### src/rtl/irq_cfg_pkg.sv
package irq_cfg_pkg;

   typedef enum logic [2:0] {
      RA_SELECT = 3'd0,
      RA_ENABLE = 3'd1,
      RA_URGENCY = 3'd2,
      RA_MODE   = 3'd3,
      RA_CANCEL = 3'd4,
      RA_ACTIVE = 3'd5
   } reg_addr_e;

   localparam logic MODE_LEVEL = 1'b0;
   localparam logic MODE_PULSE = 1'b1;

   localparam int REG_DATA_W = 32;

endpackage

### src/rtl/irq_line_state.sv
module irq_line_state
   import irq_cfg_pkg::*;
#(
   parameter int SYNC_STAGES = 2,
   parameter int PRIO_W      = 4,
   parameter bit SECURE_EN   = 1'b1
) (
   input  logic              clk,
   input  logic              rst_n,
   input  logic              irq_raw,
   input  logic              wr_enable,
   input  logic              wr_urgency,
   input  logic              wr_mode,
   input  logic              cancel_hit,
   input  logic              take_hit,
   input  logic              wdata_bit0,
   input  logic [PRIO_W-1:0] wdata_prio,
   input  logic              wdata_sec,
   output logic              en_q,
   output logic [PRIO_W-1:0] prio_q,
   output logic              sec_q,
   output logic              mode_q,
   output logic              pend
);

   if (SYNC_STAGES < 2) begin : g_bad_sync
      $error("irq_line_state: SYNC_STAGES must be at least 2");
   end

   logic [SYNC_STAGES-1:0] sync_q;
   logic                   last_q;
   logic                   level_now;
   logic                   rise;
   logic                   flag_q;

   always_ff @(posedge clk or negedge rst_n) begin
      if (!rst_n) begin
         sync_q <= '0;
         last_q <= 1'b0;
      end else begin
         sync_q <= {sync_q[SYNC_STAGES-2:0], irq_raw};
         last_q <= sync_q[SYNC_STAGES-1];
      end
   end

   assign level_now = sync_q[SYNC_STAGES-1];
   assign rise      = level_now & ~last_q;

   always_ff @(posedge clk or negedge rst_n) begin
      if (!rst_n) begin
         en_q   <= 1'b0;
         prio_q <= '1;
         mode_q <= MODE_LEVEL;
      end else begin
         if (wr_enable)  en_q   <= wdata_bit0;
         if (wr_urgency) prio_q <= wdata_prio;
         if (wr_mode)    mode_q <= wdata_bit0;
      end
   end

   if (SECURE_EN) begin : g_secure
      always_ff @(posedge clk or negedge rst_n) begin
         if (!rst_n)          sec_q <= 1'b0;
         else if (wr_urgency) sec_q <= wdata_sec;
      end
   end else begin : g_plain
      assign sec_q = 1'b0;
   end

   // A new edge wins over a same-cycle cancel or take.
   always_ff @(posedge clk or negedge rst_n) begin
      if (!rst_n)                       flag_q <= 1'b0;
      else if (mode_q == MODE_LEVEL)    flag_q <= 1'b0;
      else if (rise)                    flag_q <= 1'b1;
      else if (cancel_hit || take_hit)  flag_q <= 1'b0;
   end

   assign pend = (mode_q == MODE_PULSE) ? flag_q : level_now;

   p_cancel_clears_r7: assert property (@(posedge clk) disable iff (!rst_n)
      (mode_q == MODE_PULSE && !wr_mode && cancel_hit && !rise) |=> !pend);

   p_take_clears_r6: assert property (@(posedge clk) disable iff (!rst_n)
      (mode_q == MODE_PULSE && !wr_mode && take_hit && !rise) |=> !pend);

   p_edge_wins_r11: assert property (@(posedge clk) disable iff (!rst_n)
      (mode_q == MODE_PULSE && !wr_mode && rise) |=> pend);

endmodule

### src/rtl/irq_active_track.sv
module irq_active_track #(
   parameter int PRIO_W = 4,
   localparam int ACT_W = 1 << PRIO_W
) (
   input  logic              clk,
   input  logic              rst_n,
   input  logic              take,
   input  logic [PRIO_W-1:0] take_prio,
   input  logic              done,
   output logic [ACT_W-1:0]  active_q
);

   logic [ACT_W-1:0] after_done;
   logic [ACT_W-1:0] active_n;

   always_comb begin
      after_done = done ? (active_q & (active_q - 1'b1)) : active_q;
      active_n   = after_done;
      if (take) active_n[take_prio] = 1'b1;
   end

   always_ff @(posedge clk or negedge rst_n) begin
      if (!rst_n) active_q <= '0;
      else        active_q <= active_n;
   end

   p_done_drops_one_r9: assert property (@(posedge clk) disable iff (!rst_n)
      (done && !take && active_q != '0) |=>
         ($countones(active_q) == $countones($past(active_q)) - 1));

   p_take_marks_r9: assert property (@(posedge clk) disable iff (!rst_n)
      take |=> active_q[$past(take_prio)]);

endmodule

### src/rtl/irq_pick.sv
module irq_pick #(
   parameter int N_LINES = 16,
   parameter int PRIO_W  = 4,
   localparam int ID_W   = $clog2(N_LINES),
   localparam int ACT_W  = 1 << PRIO_W
) (
   input  logic [N_LINES-1:0]             cand,
   input  logic [N_LINES-1:0][PRIO_W-1:0] prio,
   input  logic [ACT_W-1:0]               active,
   output logic                           req,
   output logic [ID_W-1:0]                req_id,
   output logic [PRIO_W-1:0]              req_prio
);

   logic              found;
   logic [ID_W-1:0]   best_id;
   logic [PRIO_W-1:0] best_p;
   logic [PRIO_W:0]   ceiling;

   always_comb begin
      found   = 1'b0;
      best_id = '0;
      best_p  = '1;
      for (int i = 0; i < N_LINES; i++) begin
         if (cand[i] && (!found || prio[i] < best_p)) begin
            found   = 1'b1;
            best_id = ID_W'(i);
            best_p  = prio[i];
         end
      end
   end

   always_comb begin
      ceiling = (PRIO_W+1)'(ACT_W);
      for (int j = ACT_W - 1; j >= 0; j--) begin
         if (active[j]) ceiling = (PRIO_W+1)'(j);
      end
   end

   assign req      = found && ({1'b0, best_p} < ceiling);
   assign req_id   = best_id;
   assign req_prio = best_p;

endmodule

### src/rtl/irq_cfg_unit.sv
module irq_cfg_unit
   import irq_cfg_pkg::*;
#(
   parameter int N_LINES     = 16,
   parameter int PRIO_W      = 4,
   parameter int SYNC_STAGES = 2,
   parameter bit SECURE_EN   = 1'b1,
   parameter int SEC_BIT     = 8,
   localparam int ID_W       = $clog2(N_LINES),
   localparam int ACT_W      = 1 << PRIO_W
) (
   input  logic                  clk,
   input  logic                  rst_n,
   input  logic [N_LINES-1:0]    irq_in,
   input  logic [2:0]            reg_addr,
   input  logic                  reg_we,
   input  logic [REG_DATA_W-1:0] reg_wdata,
   output logic [REG_DATA_W-1:0] reg_rdata,
   output logic                  irq_req,
   output logic [ID_W-1:0]       irq_req_id,
   output logic [PRIO_W-1:0]     irq_req_prio,
   input  logic                  irq_take,
   input  logic [ID_W-1:0]       irq_take_id,
   input  logic                  irq_done
);

   if (N_LINES < 2) begin : g_bad_lines
      $error("irq_cfg_unit: N_LINES must be at least 2");
   end
   if (PRIO_W < 1 || PRIO_W > 4) begin : g_bad_prio
      $error("irq_cfg_unit: PRIO_W must be 1 to 4");
   end
   if (SEC_BIT < PRIO_W || SEC_BIT >= REG_DATA_W) begin : g_bad_sec
      $error("irq_cfg_unit: SEC_BIT must lie above the priority field");
   end

   logic [ID_W-1:0]                sel_q;
   logic [N_LINES-1:0]             sel_hit;
   logic [N_LINES-1:0]             en_vec;
   logic [N_LINES-1:0]             sec_vec;
   logic [N_LINES-1:0]             mode_vec;
   logic [N_LINES-1:0]             pend_vec;
   logic [N_LINES-1:0][PRIO_W-1:0] prio_vec;
   logic [ACT_W-1:0]               active_q;
   logic                           wr_sel, wr_en, wr_urg, wr_mode, wr_cancel;
   logic                           take_ok;

   assign wr_sel    = reg_we && reg_addr == RA_SELECT;
   assign wr_en     = reg_we && reg_addr == RA_ENABLE;
   assign wr_urg    = reg_we && reg_addr == RA_URGENCY;
   assign wr_mode   = reg_we && reg_addr == RA_MODE;
   assign wr_cancel = reg_we && reg_addr == RA_CANCEL && reg_wdata[0];
   assign take_ok   = irq_take && (32'(irq_take_id) < N_LINES);

   always_ff @(posedge clk or negedge rst_n) begin
      if (!rst_n)      sel_q <= '0;
      else if (wr_sel) sel_q <= reg_wdata[ID_W-1:0];
   end

   for (genvar g = 0; g < N_LINES; g++) begin : g_line
      assign sel_hit[g] = (sel_q == ID_W'(g));

      irq_line_state #(
         .SYNC_STAGES (SYNC_STAGES),
         .PRIO_W      (PRIO_W),
         .SECURE_EN   (SECURE_EN)
      ) line_i (
         .clk        (clk),
         .rst_n      (rst_n),
         .irq_raw    (irq_in[g]),
         .wr_enable  (wr_en && sel_hit[g]),
         .wr_urgency (wr_urg && sel_hit[g]),
         .wr_mode    (wr_mode && sel_hit[g]),
         .cancel_hit (wr_cancel && sel_hit[g]),
         .take_hit   (take_ok && irq_take_id == ID_W'(g)),
         .wdata_bit0 (reg_wdata[0]),
         .wdata_prio (reg_wdata[PRIO_W-1:0]),
         .wdata_sec  (reg_wdata[SEC_BIT]),
         .en_q       (en_vec[g]),
         .prio_q     (prio_vec[g]),
         .sec_q      (sec_vec[g]),
         .mode_q     (mode_vec[g]),
         .pend       (pend_vec[g])
      );
   end

   irq_pick #(
      .N_LINES (N_LINES),
      .PRIO_W  (PRIO_W)
   ) pick_i (
      .cand     (pend_vec & en_vec),
      .prio     (prio_vec),
      .active   (active_q),
      .req      (irq_req),
      .req_id   (irq_req_id),
      .req_prio (irq_req_prio)
   );

   irq_active_track #(
      .PRIO_W (PRIO_W)
   ) act_i (
      .clk       (clk),
      .rst_n     (rst_n),
      .take      (take_ok),
      .take_prio (prio_vec[irq_take_id]),
      .done      (irq_done),
      .active_q  (active_q)
   );

   always_comb begin
      reg_rdata = '0;
      unique case (reg_addr)
         RA_SELECT:  reg_rdata[ID_W-1:0] = sel_q;
         RA_ENABLE:  reg_rdata[0] = en_vec[sel_q];
         RA_URGENCY: begin
            reg_rdata[PRIO_W-1:0] = prio_vec[sel_q];
            reg_rdata[SEC_BIT]    = sec_vec[sel_q];
         end
         RA_MODE:    reg_rdata[0] = mode_vec[sel_q];
         RA_ACTIVE:  reg_rdata[ACT_W-1:0] = active_q;
         default:    reg_rdata = '0;
      endcase
   end

   logic [ACT_W-1:0] urg_mask;
   assign urg_mask = (ACT_W'(2) << irq_req_prio) - 1'b1;

   p_sel_hold_r1: assert property (@(posedge clk) disable iff (!rst_n)
      !wr_sel |=> $stable(sel_q));

   p_enable_gate_r2: assert property (@(posedge clk) disable iff (!rst_n)
      irq_req |-> (en_vec[irq_req_id] && pend_vec[irq_req_id]));

   p_req_urgent_r9: assert property (@(posedge clk) disable iff (!rst_n)
      irq_req |-> ((active_q & urg_mask) == '0));

   p_one_hit_r1: assert property (@(posedge clk) disable iff (!rst_n)
      $onehot0(sel_hit));

endmodule

### config.mk
export PLATFORM = sky130hd
export DESIGN_NAME = irq_cfg_unit
export DESIGN_NICKNAME = d
export VERILOG_FILES = /design/src/rtl/irq_cfg_pkg.sv /design/src/rtl/irq_line_state.sv /design/src/rtl/irq_active_track.sv /design/src/rtl/irq_pick.sv /design/src/rtl/irq_cfg_unit.sv
export SDC_FILE = /design/constraint.sdc
export NUM_CORES = 1
export LEC_CHECK = 0
export ABC_AREA = 0
export BUFFER_PORTS_ARGS = -buffer_cell sky130_fd_sc_hd__buf_4
export CAP_MARGIN = 20
export CORE_MARGIN = 4
export CORE_UTILIZATION = 31
export DETAILED_ROUTE_END_ITERATION = 16
export PLACE_DENSITY = 0.55
export SLEW_MARGIN = 25
export SYNTH_ARGS = -nofsm -noshare
export SYNTH_HDL_FRONTEND = slang
export SYNTH_HIERARCHICAL = 1
export SYNTH_SLANG_ARGS = --single-unit
### constraint.sdc
create_clock -name clk -period 39.1 [get_ports clk]
set_input_delay 7.82 -clock clk [delete_from_list [all_inputs] [get_ports clk]]
set_output_delay 7.82 -clock clk [all_outputs]
set_load 0.005 [all_outputs]
* Word-level counts from Yosys, hierarchy flattened
Index checks and enable logic that the tools add are counted.
** Cells by class
- Add/subtract/negate cells :: 1
- Order comparisons :: 20
- Equality and inequality tests :: 51
- Mux-type cells :: 146
- Bitwise operators :: 35
- Reduce and logical (&&, ||, !) cells :: 152
** Operators with widths (number)
- 4-bit 2-to-1 mux :: 27
- 1-bit logical AND :: 103
- 1-bit 2-to-1 mux :: 85
- 5-bit 2-to-1 mux :: 16
- 4-bit equality test (second input constant) :: 16
- 4-bit less-than comparator :: 15
- 3-bit != test (second input constant) :: 16
- 16-bit bitwise AND :: 2
- 4-bit binary-select mux with 4-bit select :: 2
- 4-bit by 3-bit equality test with 1-bit output (second input constant) :: 8
- 16-bit 2-to-1 mux :: 2
- 1-bit logical OR :: 31
- 1-bit bitwise AND :: 16
- 4-bit by 2-bit equality test with 1-bit output (second input constant) :: 4
- 1-bit inverter :: 16
- 16-bit bitwise OR :: 1
- 16-bit by 1-bit subtractor with 16-bit output (second input constant) :: 1
- 1-bit logical NOT :: 15
- 4-bit by 5-bit less-than comparator with 1-bit output (second input constant) :: 3
- 1-bit binary-select mux with 4-bit select :: 3
- 3-bit 2-to-1 mux :: 4
- 3-bit one-hot mux with 3 select lines :: 1
- 4-bit by 1-bit equality test with 1-bit output (second input constant) :: 2
- 4-bit logical NOT :: 2
- 11 further kinds :: 14
** Storage, ports and cells
- Bits in registers :: 196
- Input port bits :: 60
- Output and inout port bits :: 41
- Logic and storage cells :: 519

* Logic depth before layout (Yosys ltp)
- Depth after elaboration :: 65
- Gate-level depth with buffers :: 131
- Depth with buffers taken out :: 126

* By module
Netlist, hierarchy kept.
** Modules (own cells, without submodules)
- irq_line_state :: instances 16, cells an instance 23, area an instance 386.6 um^2, seq. area each 280.3 um^2
- irq_pick :: instances 1, cells an instance 613, area an instance 3990.1 um^2, seq. area each 0.0 um^2
- irq_cfg_unit :: instances 1, cells an instance 290, area an instance 2513.7 um^2, seq. area each 100.1 um^2
- irq_active_track :: instances 1, cells an instance 70, area an instance 742.0 um^2, seq. area each 400.4 um^2

* Worst setup path before layout
Ideal clock, no wire load.
- Kind :: reg2out
- From :: register g_line[0].line_i.mode_q
- To :: output irq_req
- Arrival :: 21.763 ns
- Data required time :: 31.280 ns
- Setup slack :: 9.517 ns
- Stages on the path, launching flop included :: 127
- Buffers on the path :: 5
- Path through :: dfrtp_1 > nand2_1 > o21ai_0 > and2_1 > buf_4 > nor2b_1 > ha_1 > nand2_1 > a2111oi_4 > or2_2 > nor2_1 > a21oi_1 > inv_1 > ha_1 > o21ai_1 > or2_1 > mux2i_1 > o21ai_1 > [... 91 more ...] > ha_1 > nand3_1 > or4_1 > o311a_1 > a21boi_2 > a2bb2oi_1 > ha_1 > o21a_1 > o22ai_1 > nand2_1 > o2111ai_1 > o211ai_4 > mux2i_1 > ha_1 > a21o_1 > a21oi_1 > o22ai_1 > a211oi_1
** On the way
- Longest elaborated chain between the ends :: 65
- Elaborated cells on any way between the ends :: 96
- Those cells by class :: order compare: 16; mux: 33; bitwise: 1; reduce/logical: 46
** RTL lines
- start: declaration :: RTL line irq_line_state.sv:22 : output logic mode_q,
- start signal: assignment :: RTL line irq_line_state.sv:57 : if (wr_mode) mode_q <= wdata_bit0;
- 1-bit 2-to-1 mux * :: RTL line irq_line_state.sv:78 : assign pend = (mode_q == MODE_PULSE) ? flag_q : level_now;
- net pend_vec[0] :: RTL line irq_cfg_unit.sv:42 : logic [N_LINES-1:0] pend_vec;
- 16-bit bitwise AND * :: RTL line irq_cfg_unit.sv:91 : .cand (pend_vec & en_vec),
- 4-bit 2-to-1 mux or 1-bit 2-to-1 mux (tied branches) :: RTL line irq_pick.sv:25 : if (cand[i] && (!found || prio[i] < best_p)) begin
- 4-bit less-than comparator or 1-bit logical NOT (tied branches) :: RTL line irq_pick.sv:25
- 1-bit logical OR :: RTL line irq_pick.sv:25
- 1-bit logical AND :: RTL line irq_pick.sv:25
- 4-bit 2-to-1 mux or 1-bit 2-to-1 mux (tied branches) :: RTL line irq_pick.sv:25
- [... 51 more ...]
- 4-bit 2-to-1 mux or 1-bit 2-to-1 mux (tied branches) :: RTL line irq_pick.sv:25
- 4-bit less-than comparator or 1-bit logical NOT (tied branches) :: RTL line irq_pick.sv:25
- 1-bit logical OR :: RTL line irq_pick.sv:25
- 1-bit logical AND :: RTL line irq_pick.sv:25
- 4-bit 2-to-1 mux * :: RTL line irq_pick.sv:25
- net irq_req_prio[2] :: RTL line irq_cfg_unit.sv:21 : output logic [PRIO_W-1:0] irq_req_prio,
- 4-bit by 5-bit less-than comparator with 1-bit output * :: RTL line irq_pick.sv:40 : assign req = found && ({1'b0, best_p} < ceiling);
- 1-bit logical AND * :: RTL line irq_pick.sv:40
- end: declaration :: RTL line irq_cfg_unit.sv:19 : output logic irq_req,
The timed path passes the listed nets; every way through them passes the cells marked *.

* Final worst setup path
- From :: register g_line[0].line_i.mode_q
- To :: output irq_req
** On the way
- Longest elaborated chain between the ends :: 65
- Elaborated cells on any way between the ends :: 96
- Those cells by class :: order compare: 16; mux: 33; bitwise: 1; reduce/logical: 46
** RTL lines (RTL line)
- 1-bit 2-to-1 mux * :: irq_line_state.sv:78
- net pend_vec[0] :: irq_cfg_unit.sv:42
- 16-bit bitwise AND * :: irq_cfg_unit.sv:91
- 4-bit 2-to-1 mux or 1-bit 2-to-1 mux (tied branches) :: irq_pick.sv:25
- 4-bit less-than comparator or 1-bit logical NOT (tied branches) :: irq_pick.sv:25
- 1-bit logical OR :: irq_pick.sv:25
- 1-bit logical AND :: irq_pick.sv:25
- 4-bit 2-to-1 mux or 1-bit 2-to-1 mux (tied branches) :: irq_pick.sv:25
- [... 50 more ...]
- 1-bit logical AND :: irq_pick.sv:25
- 4-bit 2-to-1 mux or 1-bit 2-to-1 mux (tied branches) :: irq_pick.sv:25
- 4-bit less-than comparator or 1-bit logical NOT (tied branches) :: irq_pick.sv:25
- 1-bit logical OR :: irq_pick.sv:25
- 1-bit logical AND :: irq_pick.sv:25
- 4-bit 2-to-1 mux :: irq_pick.sv:25
- 4-bit by 5-bit less-than comparator with 1-bit output :: irq_pick.sv:40
- 1-bit logical AND * :: irq_pick.sv:40
Marks and branches as above.

==> results.tsv <==
stage	metric	value	unit
timing	clock period minus worst slack	34150	ps
timing	fin crit share	87.3	%
route	DRT antenna net count	0	
clock_tree	Sinks on Clock Net	196	
power_and_ir_drop	PD cells	55.0	nW/um2
min_path	hold_sp	g_line[7].line_i/sync_q[0]$_DFF_PN0_	
die	die width	216	um
global_route	grt total ovfl	0	
yosys	Ys Warns	6	
cells_and_area	layout cells sized above 1	25.2	%
yosys	Post-Syn Instances	1341	
cells_and_area	most frequent cells in the layout	148 x nor2_1, 131 x dfrtp_1, 122 x mux2_2	
setup_path	Max stage delay on crit path	590	ps
route	WL/cell	19.1	um
placement	DP HPWL	28.4	mm
cells_and_area	commonest non-fill, non-tap cell in the layout	nor2_1	
placement	IO Port Bufs	57	
setup_path	worst reg2reg setup slack	36070	ps
power_and_ir_drop	Leak Pwr	6.15	nW
power_and_ir_drop	Int Pwr	0.493	mW
clock_tree	worst skew pair latency	440	ps
timing	setup slack after layout	4950	ps
yosys	post-synthesis sequential area ratio	37.1	%
power_and_ir_drop	switching pwr	0.329	mW
timing	setup tns final	0	ps
global_route	met1 GRT Util	23.0	%
global_route	antenna violations before repair	0	
die	Die ar.	46700	um2
die	initial core utilization	31.7	%
clock_tree	# hold bufs at CTS	0	
cells_and_area	n_diodes	0	
power_and_ir_drop	Clk pwr share	20.9	%
setup_path	critical path's top delay family	compound AO/OA/AOI/OAI gates	
die	Die H	216	um
power_and_ir_drop	Worst VDD drop	26.6	uV
route	DR vias	10700	
status	status	completed	
cells_and_area	# nets final	1463	
global_route	global-route wire length before repair	59.9	mm
cells_and_area	Filler Cells Inserted	4363	
timing	final setup skew	9.86	ps
setup_path	CP arrival	26330	ps
power_and_ir_drop	Sw Share	40.0	%
placement	Cell Area, Placed	14300	um2
setup_path	CP max FO	17	
cells_and_area	Area Growth Syn to Fin	11.2	%
route	vias per cell	5.43	
setup_path	R2R Path Start	sel_q[0]$_DFFE_PN0P_	
die	Placeable Area	42400	um2
yosys	ys async rst share	100	%
setup_path	crit path from	g_line[0].line_i/mode_q$_DFFE_PN0P_	
setup_path	R2R Path End	g_line[13].line_i/sec_q$_DFFE_PN0P_	
setup_path	Setup Crit Path Kind	register to output port	
yosys	Post-synth EDFFs	0	
global_route	largest net degree at the start of global routing	75	
min_path	Min-Delay Path Depth	0	
job	max cap viols	0	
clock_tree	total CTS buffers	17	
global_route	GRT met3 Usage	2.44	%
route	DRT Wirelength	37.7	mm
clock_tree	Worst-path clk slew	70	ps
setup_path	worst path buffer plus inverter count	12	
setup_path	Worst path most repeated cell	ha_1	
setup_path	Register-to-Register Path Depth	5	
setup_path	Worst path slowest cell	o31a_1	
yosys	Synth Flop Type	dfrtp_1	
setup_path	CP required	31280	ps
setup_path	Startpoint Class	register	
timing	max_slew headroom	40.2	%
cells_and_area	final instance area	14900	um2
die	Top Ports	101	
clock_tree	CTS resizes	0	
clock_tree	maximum root-to-sink buffer count	2	
yosys	Yosys reg bits	196	
clock_tree	CTS tree	done	
timing	Hold Violations, Final	0	
clock_tree	Root Driver	clkbuf_16	
route	DR DRC count	0	
clock_tree	Post-CTS Setup Bufs	0	
placement	routability cong.	0.851	
timing	unrepaired setup endpoints after global routing	no	
timing	Final Max Tran Viols	0	
setup_path	crit path to	irq_req	
clock_tree	H-tree level count	4	
global_route	GR peak layer	met2	
power_and_ir_drop	register share of total power	34.8	%
route	initial drt markers	845	
global_route	total track usage	16.1	%
min_path	worst hold path type	register to register	
global_route	vias in the first global route	10300	
route	drt pass-1 iters	7	
power_and_ir_drop	Gate power share	44.2	%
timing	# setup viols final	0	
yosys	Avg Synthesized Cell Area	10.0	um2
placement	dpl ws	5690	ps
timing	Fmax achieved	29.3	MHz
global_route	met2 GRT Util	25.6	%
setup_path	CP Depth	123	
setup_path	CP Capture Type	output port	
timing	Worst Tran Pin Value	893	ps
die	Site Rows	75	
yosys	Yosys cell types	101	
yosys	Post-Syn Area	13400	um2
## per-stage QoR
stage / power, mW / cells / hold WS [ps] / utilization, %
2_1_floorplan: 0.545 / 1356 / 331 / -
3_3_place_gp: 0.646 / 1940 / 332 / 33.8
3_5_place_dp: 0.650 / 1940 / 335 / 33.8
4_1_cts: 0.826 / 1972 / 351 / 35.2
5_1_grt: 0.881 / 1973 / 360 / 35.2
6_report: 0.822 / 1973 / 349 / 35.2
## flip-flops by register name, summed over array words and instances (netlist names)
signal                flops
act_i/active_q           16
g_line.line_i/en_q       16
g_line.line_i/flag_q     16
g_line.line_i/last_q     16
g_line.line_i/mode_q     16
g_line.line_i/prio_q     64
g_line.line_i/sec_q      16
g_line.line_i/sync_q     32
sel_q                     4
## worst min-delay path by stage
stage / endpoint
3_5_place_dp: g_line[9].line_i/sync_q[1]$_DFF_PN0_
3_3_place_gp: g_line[7].line_i/sync_q[1]$_DFF_PN0_
6_report: g_line[7].line_i/sync_q[1]$_DFF_PN0_
2_1_floorplan: g_line[0].line_i/sync_q[1]$_DFF_PN0_
5_1_grt: g_line[7].line_i/sync_q[1]$_DFF_PN0_
4_1_cts: g_line[3].line_i/sync_q[1]$_DFF_PN0_
## per-layer routing
layer	routed length (um)	part of all wire [%]
met2	17500	46
met5	0	0
met3	1710	4.5
met4	715	1.9
met1	17800	47
## power by group through the flow
stage / Clock, mW / Sequential, mW / Combinational [mW]
2_1_floorplan: 0 / 0.265 / 0.280
3_3_place_gp: 0 / 0.288 / 0.357
3_5_place_dp: 0 / 0.290 / 0.361
4_1_cts: 0.177 / 0.286 / 0.363
5_1_grt: 0.184 / 0.292 / 0.405
6_report: 0.172 / 0.286 / 0.364
## logic make-up after synthesis
kind of cell	after synthesis	synth area share (%)
and+or+nand+nor	463	16.9
AOI/OAI and AO/OA	324	17.7
muxes	207	21.3
DFF	196	37.1
buffers and inverters	119	4.27
adders and majority gates	24	2.17
xor gates and xnor gates	7	0.456
other	1	0.0279
## Yosys cell counts, types with 11 or more instances
cell type	n	area share, %
clkbuf_1	21	0.59
dfstp_2	64	13
o21ai_1	12	0.45
ha_1	20	1.9
mux4_1	12	2.3
o31ai_1	28	1.6
mux2i_1	35	2.6
nor3_1	26	0.97
nor2b_1	21	0.98
and2_1	32	1.5
mux2_2	122	10
nand2_1	105	2.9
nand2b_1	14	0.65
buf_4	18	1.0
a21o_1	11	0.61
mux4_2	35	5.9
and3_1	14	0.65
inv_1	65	1.8
o21ai_0	66	2.5
dfrtp_1	132	25
nand3b_1	24	1.3
a21oi_1	49	1.8
nand3_1	26	0.97
a31oi_1	11	0.51
nor2_1	148	4.1
## final cells by class
| class | instances | area, um2 | area share (%) |
|---|---|---|---|
| Clock inverter | 14 | 144 | 0.963 |
| Inverter | 65 | 244 | 1.63 |
| Timing Repair Buffer | 62 | 484 | 3.24 |
| Multi-Input combinational cell | 1041 | 7930 | 53.1 |
| Sequential cell | 196 | 4990 | 33.4 |
| Tap cell | 577 | 722 | 4.83 |
| Clock buffer | 18 | 429 | 2.87 |
(Power assumes the default switching activity.)
